--- config.mk ---
export PLATFORM = sky130hd
export DESIGN_NAME = hold_reboot_ctrl
export DESIGN_NICKNAME = d
export VERILOG_FILES = /design/src/rtl/hold_reboot_pkg.sv /design/src/rtl/hr_tick_counter.sv /design/src/rtl/hr_out_stage.sv /design/src/rtl/hold_reboot_ctrl.sv
export SDC_FILE = /design/constraint.sdc
export NUM_CORES = 1
export LEC_CHECK = 0
export ABC_AREA = 0
export BUFFER_PORTS_ARGS = -buffer_cell sky130_fd_sc_hd__buf_2
export CORE_AREA = 2 2 39 41
export DETAILED_ROUTE_END_ITERATION = 7
export DIE_AREA = 0 0 41 43
export GPL_TIMING_DRIVEN = 0
export PLACE_DENSITY = 0.51
export SLEW_MARGIN = 40
export SYNTH_ARGS = -nofsm -noshare
export SYNTH_HDL_FRONTEND = slang
export SYNTH_SLANG_ARGS = --single-unit
--- constraint.sdc ---
create_clock -name clk -period 1.4 [get_ports clk]
set_clock_uncertainty 0.2 [all_clocks]
set_input_delay 0.21 -clock clk [delete_from_list [all_inputs] [get_ports clk]]
set_output_delay 0.21 -clock clk [all_outputs]
set_load 0.03 [all_outputs]
--- src/rtl/hold_reboot_pkg.sv ---
package hold_reboot_pkg;

    typedef enum logic [1:0] {
        HR_STANDBY = 2'd0,
        HR_DELAY   = 2'd1,
        HR_PULSE   = 2'd2,
        HR_REARM   = 2'd3
    } hr_state_e;

    typedef struct packed {
        hr_state_e st;
    } hr_fsm_s;

endpackage

--- src/rtl/hr_tick_counter.sv ---
module hr_tick_counter #(
    parameter int LIMIT = 8
) (
    input  logic clk,
    input  logic rst_n,
    input  logic run,
    input  logic tick,
    output logic done
);
    localparam int CW = (LIMIT < 2) ? 1 : $clog2(LIMIT);
    localparam logic [CW-1:0] LAST = CW'(LIMIT - 1);

    typedef struct packed {
        logic [CW-1:0] cnt;
    } cnt_s;

    cnt_s cnt_d, cnt_q;
    logic at_last;

    always_comb begin
        cnt_d   = cnt_q;
        at_last = (cnt_q.cnt == LAST);
        done    = run && tick && at_last;
        if (!run) begin
            cnt_d.cnt = '0;
        end else if (tick) begin
            if (at_last) cnt_d.cnt = '0;
            else         cnt_d.cnt = cnt_q.cnt + 1'b1;
        end
    end

    always_ff @(posedge clk) begin
        if (!rst_n) cnt_q <= '0;
        else        cnt_q <= cnt_d;
    end

endmodule

--- src/rtl/hr_out_stage.sv ---
module hr_out_stage #(
    parameter bit OPEN_DRAIN = 1'b1
) (
    input  logic pulse_on,
    output logic pin_lvl,
    output logic pin_oe
);
    generate
        if (OPEN_DRAIN) begin : g_od
            always_comb begin
                pin_lvl = 1'b0;
                pin_oe  = pulse_on;
            end
        end else begin : g_pp
            always_comb begin
                pin_lvl = ~pulse_on;
                pin_oe  = 1'b1;
            end
        end
    endgenerate

endmodule

--- src/rtl/hold_reboot_ctrl.sv ---
module hold_reboot_ctrl
    import hold_reboot_pkg::*;
#(
    parameter int DELAY_TICKS = 6,
    parameter int PULSE_TICKS = 4,
    parameter bit OPEN_DRAIN  = 1'b1
) (
    input  logic       clk,
    input  logic       rst_n,
    input  logic       tick_i,
    input  logic       btn_a_n_i,
    input  logic       btn_b_n_i,
    input  logic       supply_ok_i,
    output logic       rst_lvl_o,
    output logic       rst_oe_o,
    output logic [1:0] state_o
);
    hr_fsm_s fsm_d, fsm_q;

    logic both_low;
    logic dly_run, dly_done;
    logic pls_run, pls_done;
    logic pulse_on;

    always_comb begin
        both_low = ~btn_a_n_i & ~btn_b_n_i;
        dly_run  = (fsm_q.st == HR_DELAY) && supply_ok_i && both_low;
        pls_run  = (fsm_q.st == HR_PULSE) && supply_ok_i;
        pulse_on = (fsm_q.st == HR_PULSE);
    end

    hr_tick_counter #(.LIMIT(DELAY_TICKS)) u_delay_cnt (
        .clk   (clk),
        .rst_n (rst_n),
        .run   (dly_run),
        .tick  (tick_i),
        .done  (dly_done)
    );

    hr_tick_counter #(.LIMIT(PULSE_TICKS)) u_pulse_cnt (
        .clk   (clk),
        .rst_n (rst_n),
        .run   (pls_run),
        .tick  (tick_i),
        .done  (pls_done)
    );

    always_comb begin
        fsm_d = fsm_q;
        if (!supply_ok_i) begin
            fsm_d.st = HR_STANDBY;
        end else begin
            unique case (fsm_q.st)
                HR_STANDBY: if (both_low) fsm_d.st = HR_DELAY;
                HR_DELAY: begin
                    if (!both_low)     fsm_d.st = HR_STANDBY;
                    else if (dly_done) fsm_d.st = HR_PULSE;
                end
                HR_PULSE:   if (pls_done)  fsm_d.st = HR_REARM;
                HR_REARM:   if (!both_low) fsm_d.st = HR_STANDBY;
                default:    fsm_d.st = HR_STANDBY;
            endcase
        end
    end

    always_ff @(posedge clk) begin
        if (!rst_n) fsm_q.st <= HR_STANDBY;
        else        fsm_q    <= fsm_d;
    end

    hr_out_stage #(.OPEN_DRAIN(OPEN_DRAIN)) u_out (
        .pulse_on (pulse_on),
        .pin_lvl  (rst_lvl_o),
        .pin_oe   (rst_oe_o)
    );

    assign state_o = fsm_q.st;

endmodule

After elaboration in Yosys (flattened, before gate mapping)
Index checks and enable logic that the tools add are counted.
{"block": "totals", "elab_cells": 37, "register_bits": 7, "output_inout_bits": 4, "inputBits": 6}
{"block": "classes", "n_bitwise": 3, "mux": 8, "n_eq_ne": 9, "reduce_logical": 12, "n_addsub": 2}
{"cell": "2-to-1 mux 2 bit", "n": 6}
{"cell": "case mux 2 bit (4 select lines)", "n": 1}
{"cell": "logical AND 1 bit", "n": 7}
{"cell": "equality test 2 bit (second input constant)", "n": 3}
{"cell": "AND reduction 2 bit", "n": 3}
{"cell": "!= test 2 bit (second input constant)", "n": 2}
{"cell": "AND reduction 4 bit", "n": 1}
{"cell": "adder 3 x 1 -> 3 bit (second input constant)", "n": 1}
{"cell": "equality test 3 bit (second input constant)", "n": 1}
{"cell": "2-to-1 mux 3 bit", "n": 1}
{"cell": "!= test 3 bit (second input constant)", "n": 1}
{"cell": "adder 2 x 1 -> 2 bit (second input constant)", "n": 1}
{"cell": "equality test 2 x 1 -> 1 bit (second input constant)", "n": 1}
{"cell": "logical NOT 2 bit", "n": 1}
{"cell": "!= test 2 x 1 -> 1 bit (second input constant)", "n": 1}
{"cell": "NOT 1 bit", "n": 2}
{"cell": "AND 1 bit", "n": 1}

Longest topological paths before layout
{"block": "depth", "depth_word": 8, "depth_mapped": 4, "mapped_depth_nobuf": 4}

By module
Synthesis repeated with hierarchy kept, for this count alone.
{"block": "unflattened", "cells_unflattened": 41, "hier_area_um2": 376.6}
{"module": "hr_tick_counter (u_delay_cnt)", "seq_area_each_um2": 60.1, "instances": 1, "cells_per_inst": 14, "area_per_inst_um2": 136.4}
{"module": "hold_reboot_ctrl", "seq_area_each_um2": 40.0, "instances": 1, "cells_per_inst": 14, "area_per_inst_um2": 121.4}
{"module": "hr_tick_counter (u_pulse_cnt)", "seq_area_each_um2": 40.0, "instances": 1, "cells_per_inst": 10, "area_per_inst_um2": 100.1}
{"module": "hr_out_stage", "seq_area_each_um2": 0.0, "instances": 1, "cells_per_inst": 3, "area_per_inst_um2": 18.8}

Worst setup path after synthesis
No wires, ideal clock.
{"block": "synth_path", "path_type": "register -> output", "start": "register with a tool-made name", "end": "output port rst_oe_o", "arrival_time_ps": 928, "path_slack_ps": 62, "required_ps": 990, "path_buffers": 0, "path_stages_with_launch": 3, "path_cell_list": "dfxtp_1 -> nand2b_1 -> inv_1"}
{"item": "end: declaration", "line": "hold_reboot_ctrl.sv:15", "rtl": "output logic rst_oe_o,"}

Worst setup path after layout
{"block": "layout_path", "start": "register fsm_q, in the netlist state_o[0]", "end": "output port rst_oe_o"}
{"block": "layout_between", "elab_chain_len": 1}
{"item": "start: declaration", "line": "hold_reboot_ctrl.sv:18", "rtl": "hr_fsm_s fsm_d, fsm_q;"}
{"item": "start signal: assignment", "line": "hold_reboot_ctrl.sv:68", "rtl": "else fsm_q <= fsm_d;"}
{"item": "equality test 2 bit", "line": "hold_reboot_ctrl.sv:29", "rtl": "pulse_on = (fsm_q.st == HR_PULSE);"}
Every way passes these cells.

==> summary.txt <==
Logic synthesis
  – Netlist cell types: 24
  – Mapped cell area: around 360 sq um
  – Avg Inst Size Synth: 9.52 sq um
  – Mapped Nets: 45
  – Synth warnings: 0
  – Sequential area share after synthesis: 0.388
  – Synthesis-stage register bit count: 7
  – Cells after synthesis: 38

Final layout
  – Filler cell count: around 150
  – Area occupied by multi-input gates: 206 sq um
  – Reg area: 145 sq um
  – P&R area growth vs syn: 27.7%
  – Final nets: 57
  – Commonest non-fill, non-tap cell in the layout: buf_2
  – Ant diodes: 0
  – Final non-filler cell total: 65
  – Final core occ: 0.334
  – Fraction of layout cells with a size suffix above 1: 0.388
  – Most frequent cells in the layout: buf_2, nor2_1, dfxtp_1, mux2i_1, clkbuf_4

Floorplanning
  – Ports: 10
  – Effective utilization at floorplan: 0.261
  – Rows: 14
  – DIE AREA: 1760 sq um
  – Die W: 41 microns
  – Core Region: 1380 sq um
  – Die height: roughly 43 microns

Power
  – LEAKAGE: about 0.20 nW
  – Maximum VDD drop: 0.484 mV
  – PwrDens: 904 nW/um^2

Hold path
  – Worst hold path depth: 2
  – HP Class: input port to register

GRT
  – Vias in the first global route: 265
  – Pin count of the biggest net entering global routing: 8
  – Antenna violations before repair: 0
  – Total grt overflow: 0
  – First-pass GRT wire length: 1020 microns
  – GRT Total Usage: 0.0914

Clocking
  – Post-CTS setup buffer count: 0
  – CTS HTree Levels: 1
  – CTS Buf Count: 3
  – CTS tree: done
  – # hold bufs at CTS: 0
  – CTS clk-pin slew, worst paths: approximately 0.050 ns
  – Worst-Skew Late Latency: 0.25 ns
  – Sink Count: 7
  – Root Buffer: clkbuf_4
  – Longest Clk Path Bufs: 2

Worst setup path
  – Max FO, Critical Path: 6
  – Worst setup EP type: output pin
  – Critical Path AT: slightly above 0.9 ns
  – Startpoint Class: register
  – Crit path required time: ~0.99 ns
  – Kind of critical path: register to output pin
  – R2r worst-path depth: 3

Timing
  – Tcrit/Tclk final: 0.952
  – RSZ-0062 raised after global routing: no
  – WHS: 0.0105 ns
  – Achievable frequency: 750 MHz
  – Final Max Slew Viols: 0
  – Final worst path period need: about 1.3 ns
  – Setup TNS: 0 ns
  – Setup-failing EPs final: 0
  – Final Hold Fails: 0

Status
  – Run status: finished clean

Run
  – Maxcap violations: 0

Drt
  – 1st-iter DRT viols: 6
  – Antenna Nets Post-Route: 0
  – Wire length per cell: 10.2 microns
  – Vias per std cell: 4.77
  – DRC viols: 0
  – Vias: 310
  – DRT Wirelength: 664 microns
  – Detailed Routing Iterations Pass 1: 4

Place
  – Placed insts: 61
  – Gpl congestion: 0.752
  – DPL Wire Length: 508 microns
  – # port buffers: 7
-- repair_timing --
| action | CTS | global route |
|---|---|---|
| resized for setup | 3 | 5 |
| pin swaps | 0 | 0 |
| setup endpoints to repair | 1 | 1 |
-- layer usage --
layer  wire [microns]  global-route usage  vias up
met5                0                   0        -
met2              332               0.134        8
met4               14              0.0600        0
met1              287              0.0868      143
li1                 -                   -      157
met3               29              0.0628        2
-- final timing paths --
check | to | slack (ns) | from
worst min-delay path | register | 0.01 | rst_n
worst min register to register | state_o[0]$_SDFFE_PN0P_ | 0.26 | state_o[0]$_SDFFE_PN0P_
worst max register to register | state_o[0]$_SDFFE_PN0P_ | 0.23 | u_delay_cnt.cnt_q[0]$_SDFFE_PN0P_
worst max-delay path | rst_oe_o | 0.07 | state_o[0]$_SDFFE_PN0P_
-- through the flow --
| step | area [sq um] | setup slack [ns] | power, mW |
|---|---|---|---|
| 6_report | 462 | 0.0672 | 0.418 |
| 2_1_floorplan | 362 | 0.0620 | 0.228 |
| 4_1_cts | 453 | 0.0128 | 0.430 |
| 3_5_place_dp | 417 | 0.206 | 0.239 |
| 5_1_grt | 462 | 0.00593 | 0.446 |
| 3_3_place_gp | 417 | 0.204 | 0.239 |
-- layout make-up --
cell class              instances  share of cell area
multi-input cells              28               0.447
flip-flops and latches          7               0.314
repair buffers                  7              0.0894
clock buffers                   4              0.0569
well taps                      16              0.0434
plain buffers                   2              0.0407
inverters                       1             0.00813
-- cells in the mapped netlist, drive strengths merged --
cell | number | area share
nor3 | 2 | 0.028
xnor2 | 1 | 0.024
ha | 1 | 0.035
inv | 1 | 0.010
a211oi | 1 | 0.021
dfxtp | 7 | 0.39
nand4b | 1 | 0.024
o2111a | 1 | 0.031
buf | 2 | 0.052
nor2 | 5 | 0.052
o21bai | 1 | 0.021
nand2b | 1 | 0.017
nand4 | 1 | 0.035
o31ai | 1 | 0.021
o21ai | 1 | 0.014
nor3b | 1 | 0.035
conb | 1 | 0.010
nand2 | 3 | 0.038
nand4bb | 1 | 0.031
mux2i | 3 | 0.083
a31oi | 1 | 0.017
a21oi | 1 | 0.014
-- report_power, final --
part / internal, mW / switching, mW
logic: 0.0158 / 0.0180
registers: 0.199 / 0.00102
clock network: 0.109 / 0.0750
total: 0.323 / 0.0941
-- cells by family (layout without fill, tap and decap cells) --
kind of cell | Yosys count | count (layout) | synth area share
XOR/XNOR | 1 | 1 | 0.0242
buffers and inverters | 3 | 14 | 0.0623
AND/OR/NAND/NOR | 15 | 15 | 0.260
multiplexers | 3 | 3 | 0.0830
other | 1 | 1 | 0.0104
flip-flops | 7 | 7 | 0.388
AO/OA/AOI/OAI | 7 | 7 | 0.138
adder cells (fa/ha/maj) | 1 | 1 | 0.0346
-- worst max-delay path, cell delays in order (launching register included) --
cell and delay, ns:
dfxtp_4 0.35, nand2b_4 0.16, inv_2 0.05, buf_6 0.12
No activity file was read; power rests on OpenSTA's default activity.
